## src/rtl/cpu_port_pkg.sv

```systemverilog
package cpu_port_pkg;

    localparam int PORT_W    = 8;
    localparam int CFG_W     = 3;
    localparam int SENSE_BIT = 5;
    localparam int FLOAT_LO  = 6;
    localparam int N_FLOAT   = PORT_W - FLOAT_LO;

    typedef logic [PORT_W-1:0] port_t;

    localparam port_t PULL_MASK  = 8'h17;
    localparam port_t RESET_DIR  = 8'h00;
    localparam port_t RESET_DATA = 8'h3F;

    typedef enum logic {
        SEL_DIR  = 1'b0,
        SEL_DATA = 1'b1
    } reg_sel_e;

    typedef struct packed {
        logic dir_we;
        logic data_we;
        logic data_rd;
    } bus_op_t;

    function automatic bus_op_t decode_op(input logic wr, input logic rd, input reg_sel_e sel);
        bus_op_t op;
        op.dir_we  = wr && (sel == SEL_DIR);
        op.data_we = wr && (sel == SEL_DATA);
        op.data_rd = rd && !wr && (sel == SEL_DATA);
        return op;
    endfunction

    function automatic port_t base_read(input port_t dat, input port_t dir, input port_t pins_ext);
        port_t pstate;
        port_t v;
        pstate = (pins_ext & ~dir) | (dat & dir);
        v      = (dat | ~dir) & (pstate | PULL_MASK);
        if (!dir[SENSE_BIT]) v[SENSE_BIT] = 1'b0;
        return v;
    endfunction

endpackage

```

## src/rtl/tick_counter.sv

```systemverilog
module tick_counter #(
    parameter int TIME_W = 32
) (
    input  logic              clk,
    input  logic              rst,
    output logic [TIME_W-1:0] now
);
    always_ff @(posedge clk) begin
        if (rst) now <= '0;
        else     now <= now + TIME_W'(1);
    end

    p_tick_r10: assert property (@(posedge clk) disable iff (rst)
        !rst |=> now == $past(now) + TIME_W'(1));
endmodule

```

## src/rtl/port_regs.sv

```systemverilog
module port_regs
    import cpu_port_pkg::*;
(
    input  logic    clk,
    input  logic    rst,
    input  bus_op_t op,
    input  port_t   wdata,
    output port_t   dir_q,
    output port_t   data_q
);
    always_ff @(posedge clk) begin
        if (rst) begin
            dir_q  <= RESET_DIR;
            data_q <= RESET_DATA;
        end else begin
            if (op.dir_we)  dir_q  <= wdata;
            if (op.data_we) data_q <= wdata;
        end
    end

    p_dir_load_r2: assert property (@(posedge clk) disable iff (rst)
        op.dir_we |=> dir_q == $past(wdata));
    p_data_load_r2: assert property (@(posedge clk) disable iff (rst)
        op.data_we |=> data_q == $past(wdata));
    p_dir_hold_r2: assert property (@(posedge clk) disable iff (rst)
        !op.dir_we |=> $stable(dir_q));
endmodule

```

## src/rtl/decay_cell.sv

```systemverilog
module decay_cell #(
    parameter int TIME_W       = 32,
    parameter int DECAY_CYCLES = 350000
) (
    input  logic              clk,
    input  logic              rst,
    input  logic [TIME_W-1:0] now,
    input  logic              dir_bit,
    input  logic              data_bit,
    input  logic              wdata_bit,
    input  logic              dir_we,
    input  logic              data_we,
    input  logic              data_rd,
    output logic              level
);
    localparam logic [TIME_W-1:0] PERIOD = TIME_W'(DECAY_CYCLES);

    logic              armed;
    logic              charge;
    logic [TIME_W-1:0] deadline;
    logic              arm_release;
    logic              arm_write;
    logic              expired;

    assign arm_release = dir_we && dir_bit && !wdata_bit;
    assign arm_write   = data_we && dir_bit;
    assign expired     = armed && (deadline < now);
    assign level       = expired ? 1'b0 : charge;

    always_ff @(posedge clk) begin
        if (rst) begin
            armed    <= 1'b0;
            charge   <= 1'b0;
            deadline <= '0;
        end else if (arm_release) begin
            armed    <= 1'b1;
            charge   <= data_bit;
            deadline <= now + PERIOD;
        end else if (arm_write) begin
            armed    <= 1'b1;
            charge   <= wdata_bit;
            deadline <= now + PERIOD;
        end else if (data_rd && expired) begin
            armed  <= 1'b0;
            charge <= 1'b0;
        end
    end

    p_release_arm_r6: assert property (@(posedge clk) disable iff (rst)
        arm_release |=> armed && charge == $past(data_bit));
    p_write_arm_r7: assert property (@(posedge clk) disable iff (rst)
        arm_write |=> armed && charge == $past(wdata_bit));
    p_input_write_kept_r7: assert property (@(posedge clk) disable iff (rst)
        (data_we && !dir_bit) |=> $stable(charge) && $stable(deadline));
    p_discharge_r8: assert property (@(posedge clk) disable iff (rst)
        (data_rd && expired) |=> !armed && !charge);
    p_rearm_deadline_r11: assert property (@(posedge clk) disable iff (rst)
        (arm_release || arm_write) |=> deadline == $past(now) + PERIOD);
endmodule

```

## src/rtl/cpu_port_decay.sv

```systemverilog
module cpu_port_decay
    import cpu_port_pkg::*;
#(
    parameter int DECAY_CYCLES = 350000,
    parameter int TIME_W       = 32
) (
    input  logic        clk,
    input  logic        rst,
    input  logic        addr,
    input  logic [7:0]  wdata,
    input  logic        wr_en,
    input  logic        rd_en,
    input  logic [7:0]  pin_in,
    output logic [7:0]  rdata,
    output logic [7:0]  pin_out,
    output logic [7:0]  pin_dir,
    output logic [2:0]  cfg_out
);
    bus_op_t            op;
    port_t              dir_q;
    port_t              data_q;
    port_t              rd_val;
    logic [TIME_W-1:0]  now;
    logic [N_FLOAT-1:0] float_lvl;

    assign op = decode_op(wr_en, rd_en, reg_sel_e'(addr));

    tick_counter #(.TIME_W(TIME_W)) u_tick (
        .clk (clk),
        .rst (rst),
        .now (now)
    );

    port_regs u_regs (
        .clk    (clk),
        .rst    (rst),
        .op     (op),
        .wdata  (wdata),
        .dir_q  (dir_q),
        .data_q (data_q)
    );

    for (genvar g = 0; g < N_FLOAT; g++) begin : g_float
        decay_cell #(
            .TIME_W       (TIME_W),
            .DECAY_CYCLES (DECAY_CYCLES)
        ) u_cell (
            .clk       (clk),
            .rst       (rst),
            .now       (now),
            .dir_bit   (dir_q[FLOAT_LO+g]),
            .data_bit  (data_q[FLOAT_LO+g]),
            .wdata_bit (wdata[FLOAT_LO+g]),
            .dir_we    (op.dir_we),
            .data_we   (op.data_we),
            .data_rd   (op.data_rd),
            .level     (float_lvl[g])
        );
    end

    always_comb begin
        rd_val = base_read(data_q, dir_q, pin_in);
        for (int i = 0; i < N_FLOAT; i++) begin
            if (!dir_q[FLOAT_LO+i]) rd_val[FLOAT_LO+i] = float_lvl[i];
        end
    end

    always_comb begin
        if (!rd_en)                             rdata = '0;
        else if (reg_sel_e'(addr) == SEL_DIR)   rdata = dir_q;
        else                                    rdata = rd_val;
    end

    assign pin_out = data_q;
    assign pin_dir = dir_q;
    assign cfg_out = CFG_W'(data_q | ~dir_q);

    p_dir_read_r2: assert property (@(posedge clk) disable iff (rst)
        (rd_en && !addr) |-> rdata == pin_dir);
    p_sense_low_r5: assert property (@(posedge clk) disable iff (rst)
        (rd_en && addr && !pin_dir[SENSE_BIT]) |-> !rdata[SENSE_BIT]);
    p_cfg_stable_r4: assert property (@(posedge clk) disable iff (rst)
        !wr_en |=> $stable(cfg_out));
    p_no_dual_strobe: assert property (@(posedge clk) disable iff (rst)
        !(wr_en && rd_en));
endmodule

```

## config.mk

```make
export PLATFORM = sky130hd
export DESIGN_NAME = cpu_port_decay
export DESIGN_NICKNAME = d
export VERILOG_FILES = /design/src/rtl/cpu_port_pkg.sv /design/src/rtl/tick_counter.sv /design/src/rtl/port_regs.sv /design/src/rtl/decay_cell.sv /design/src/rtl/cpu_port_decay.sv
export SDC_FILE = /design/constraint.sdc
export NUM_CORES = 1
export LEC_CHECK = 0
export BUFFER_PORTS_ARGS = -buffer_cell sky130_fd_sc_hd__buf_4
export CAP_MARGIN = 20
export CORE_ASPECT_RATIO = 0.6
export CORE_MARGIN = 5
export CORE_UTILIZATION = 55
export DETAILED_ROUTE_END_ITERATION = 7
export GPL_TIMING_DRIVEN = 0
export PLACE_DENSITY = 0.89
export SYNTH_ARGS = -nofsm -noshare
export SYNTH_HDL_FRONTEND = slang
export SYNTH_SLANG_ARGS = --single-unit
```

## constraint.sdc

```tcl
create_clock -name clk -period 2.4 [get_ports clk]
set_input_delay 0 -clock clk [delete_from_list [all_inputs] [get_ports clk]]
set_output_delay 0 -clock clk [all_outputs]
set_load 0.02 [all_outputs]
```

==> results.md <==
* Root buf cell: clkbuf_16
* Crit. End Element: output pin
* Synth Area in Simple Gates at 0.211
* Largest family of logic cells by synthesized area: simple AND/OR/NAND/NOR gates
* Area contributors post-synth: dfxtp_1 (36%), ha_1 (13%), xnor2_1 (6.6%)
* Cells after synthesis at 784
* Clock buffer depth at 2
* Final setup fails at 5
* Fmax achieved at 373 MHz
* Mapped Area at 0.00645 mm^2
* Power density cells at 635 mW/mm^2
* CTS clk-pin slew, worst paths at 0.06 ns
* Initial antenna violation count at 0
* Critical path type: flop to output pin
* Ys async rst share at 0
* Clock sinks at 116
* Worst hold-check path type: input port to flop
* Lkg Pwr at 3.33 nW
* Max_cap viols at 0
* DIE AREA at 0.0141 mm^2
* CP Launch Type: flop
* Total CTS buffers at 17
* Failing checks: setup timing
* Design area at 0.00839 mm^2
* Die H at 93.9 um
* CP most frequent cell: buf_6
* # diodes at 0
* Width of the die at 150 um
* Pin slew with the least headroom to its limit at 0.806 ns
* Clk network pwr share at 0.521
* Worst path max stage delay at 0.47 ns
* Worst reg2reg setup slack at -0.17 ns
* CTS tree: done
* Drt pass-1 iters at 5
* Tot Pwr at 0.00532 W
* Worst slew margin at 0.463
* Row count at 30
* Placer Congestion at 0.980
* Top cells by count, synth: dfxtp_1 (116), nor2_1 (108), nand2_1 (89), a21oi_1 (68), ha_1 (65)
* Critical path cell sequence: buf_6 > inv_6 > ha_4 > nand4_1 > or3_4 > a221oi_4 > or4_4 > a31oi_4 > a21oi_2 > buf_6
* NetSw at 0.00131 W
* CP arrival at 2.68 ns
* Synthesized area per cell at 8.23 um^2
* Power share of the combinational group at 0.103
* Largest net degree at the start of global routing at 17
* Antenna-violating nets left at 0
* Yosys warns at 0
* Final Worst Setup Slack at -0.285 ns
* Int Pwr at 0.00401 W
* Number of global-route vias before repair at 6,267
* Sequential share of power at 0.376
* EDFF count, synth at 0
* Worst skew pair latency at 0.43 ns
* IO Pins at 48
* Sequential share of the synthesized area at 0.360
* Switching part of the total at 0.247
* Status: finished, violations left
* Port bufs at 39
* Slowest stage cell on the critical path: or3_4
* GRT Util Overall at 0.307
* Most common cell in the netlist: dfxtp_1
* Nets at 963
* Final worst-path cycle share at 1.12
* Core Area at 0.0114 mm^2
* GR Overflow Total at 0
* Final Util at 0.738
* Routed vias at 6,649
* Post-synthesis compound-gate area fraction at 0.160
* VDD IR max at 0.000527 V
* Biggest area consumer among synthesized cells: dfxtp_1
* Top-area cell type share of the netlist area at 0.360
* Tmin final at 2.68 ns
* Post-Synth XOR/XNOR Area at 0.0665
* First DRT Iteration DRCs at 869
* First-pass GRT wire length at 33,400 um
* RSZ-0062 raised after global routing: true
* Syn Nets at 870
* DR WL/cell at 21.5 um
* Main synth FF type: dfxtp_1
* Starting Density at 0.567
* Clk_skew at 0.00967 ns
* Layout cells sized above 1 at 0.243
* Post-synthesis adder-cell area fraction at 0.126
* DRT Wirelength at 22,500 um
* Final hold vios at 0
* Fill cell count at 731
* Placed inst area at 0.00695 mm^2
* Post-synthesis mux area share at 0.0171
* Hpwl dp at 13,400 um
* Slew Limit Fails at 0
* Worst Path Required at 2.40 ns
* Htree depth at 4
* Synth cell types at 50
* Crit path max fanout at 5
* FF+latch count, synth at 116
* Vias per cell at 6.34
* Area grow syn2layout at 30.0%
* DRC violations left at 0
-- metrics by stage --
| stage | hold WS, ns | setup TNS, ns | instances | setup WS [ns] |
|---|---|---|---|---|
| after floorplan | 0.124 | 0 | 784 | 0.134 |
| after detailed placement | 0.249 | -2.25 | 983 | -0.309 |
| after global routing | 0.130 | -1.36 | 1049 | -0.418 |
| final | 0.105 | -0.724 | 1049 | -0.285 |
| after global placement | 0.240 | -1.68 | 983 | -0.264 |
| after CTS | 0.0748 | -0.249 | 1036 | -0.249 |
-- worst paths after layout --
check | startpoint | to | cells past startpoint
worst max-delay path | u_tick.now[14] | rdata[6] | 10
worst min-delay path | addr | g_float[1].u_cell.charge | 4
worst max register to register | u_tick.now[6] | g_float[0].u_cell.charge | 8
worst min register to register | g_float[1].u_cell.deadline[0] | g_float[1].u_cell.deadline[0] | 2
-- cells by family (layout without fill, tap and decap cells) --
logic type | Yosys count | in the layout
flip-flops | 116 | 116
multiplexers | 11 | 11
adder cells (fa/ha/maj) | 65 | 65
AO/OA/AOI/OAI | 165 | 165
XOR/XNOR | 49 | 49
buffers and inverters | 82 | 187
AND/OR/NAND/NOR | 296 | 296
-- flip-flops by register name (all words and copies together) (netlist names) --
signal	cells
g_float.u_cell.deadline	64
u_tick.now	32
u_regs.data_q	8
u_regs.dir_q	8
g_float.u_cell.armed	2
g_float.u_cell.charge	2
-- placed cells by master, fill, tap and decap left out, types with 3 or more instances in the layout --
master         instances
inv_1                 15
inv_2                 19
buf_4                 72
o211ai_1               5
clkinvlp_4             3
dfxtp_2               12
a211o_1                6
inv_4                  4
a21o_1                 4
nand2b_1               5
a21oi_1               65
nand4_1               13
nand2_1               87
clkbuf_16             17
nor2_1               107
nor4_4                 5
nor4_2                 4
clkbuf_1              22
dfxtp_4               15
ha_1                  47
o21ai_1                7
ha_4                  17
nand3_1               18
dlygate4sd3_1          9
nor3_1                25
clkinv_2               3
or3_1                  4
clkbuf_8               4
and3_1                10
mux2i_1               11
o21ai_0               24
xnor2_1               49
bufinv_16              4
a31oi_4                3
buf_6                 10
a21oi_2                3
nor2b_1                3
dfxtp_1               89
a211oi_1              27
-- layer usage --
layer  track usage  up-vias  share of wire
met5        0.0115        -              0
li1              -     2931              -
met1         0.414     3114           0.39
met3        0.0969      104           0.14
met2         0.454      500           0.43
met4         0.128        0          0.034
-- worst max-delay path, delay by kind of cell (launching register included) --
| kind | cells | cell delay (ns) |
|---|---|---|
| compound gates | 3 | 0.48 |
| fa+ha+maj | 1 | 0.26 |
| buf+inv | 3 | 0.30 |
| flops | 1 | 0.32 |
| simple gates | 3 | 0.88 |
-- power by group through the flow --
stage | registers (W) | logic [W] | clock network, W
4_1_cts | 0.00200 | 0.000489 | 0.00276
5_1_grt | 0.00200 | 0.000578 | 0.00286
6_report | 0.00200 | 0.000548 | 0.00278
3_5_place_dp | 0.00205 | 0.000406 | 0
2_1_floorplan | 0.00205 | 0.000240 | 0
3_3_place_gp | 0.00205 | 0.000394 | 0
-- final cells by class --
type                       count  area, um^2  share of cell area
inverter                      40         169              0.0201
clock inverter                 9         150              0.0179
clock buffer                  22         484              0.0577
multi-input combinational    586        4140               0.494
buffer                        37         225              0.0268
sequential                   116        2390               0.285
timing repair buffer          79         623              0.0743
tap                          160         200              0.0239
-- what timing repair did --
item                       in CTS  in global routing
pin swaps                      17                 21
setup endpoints to repair      26                 22
hold endpoints to repair       18                  0
gates resized for setup        94                 42
hold buffers                    9                  0
setup buffers                  17                 14
Power figures use the tool's default switching activity.
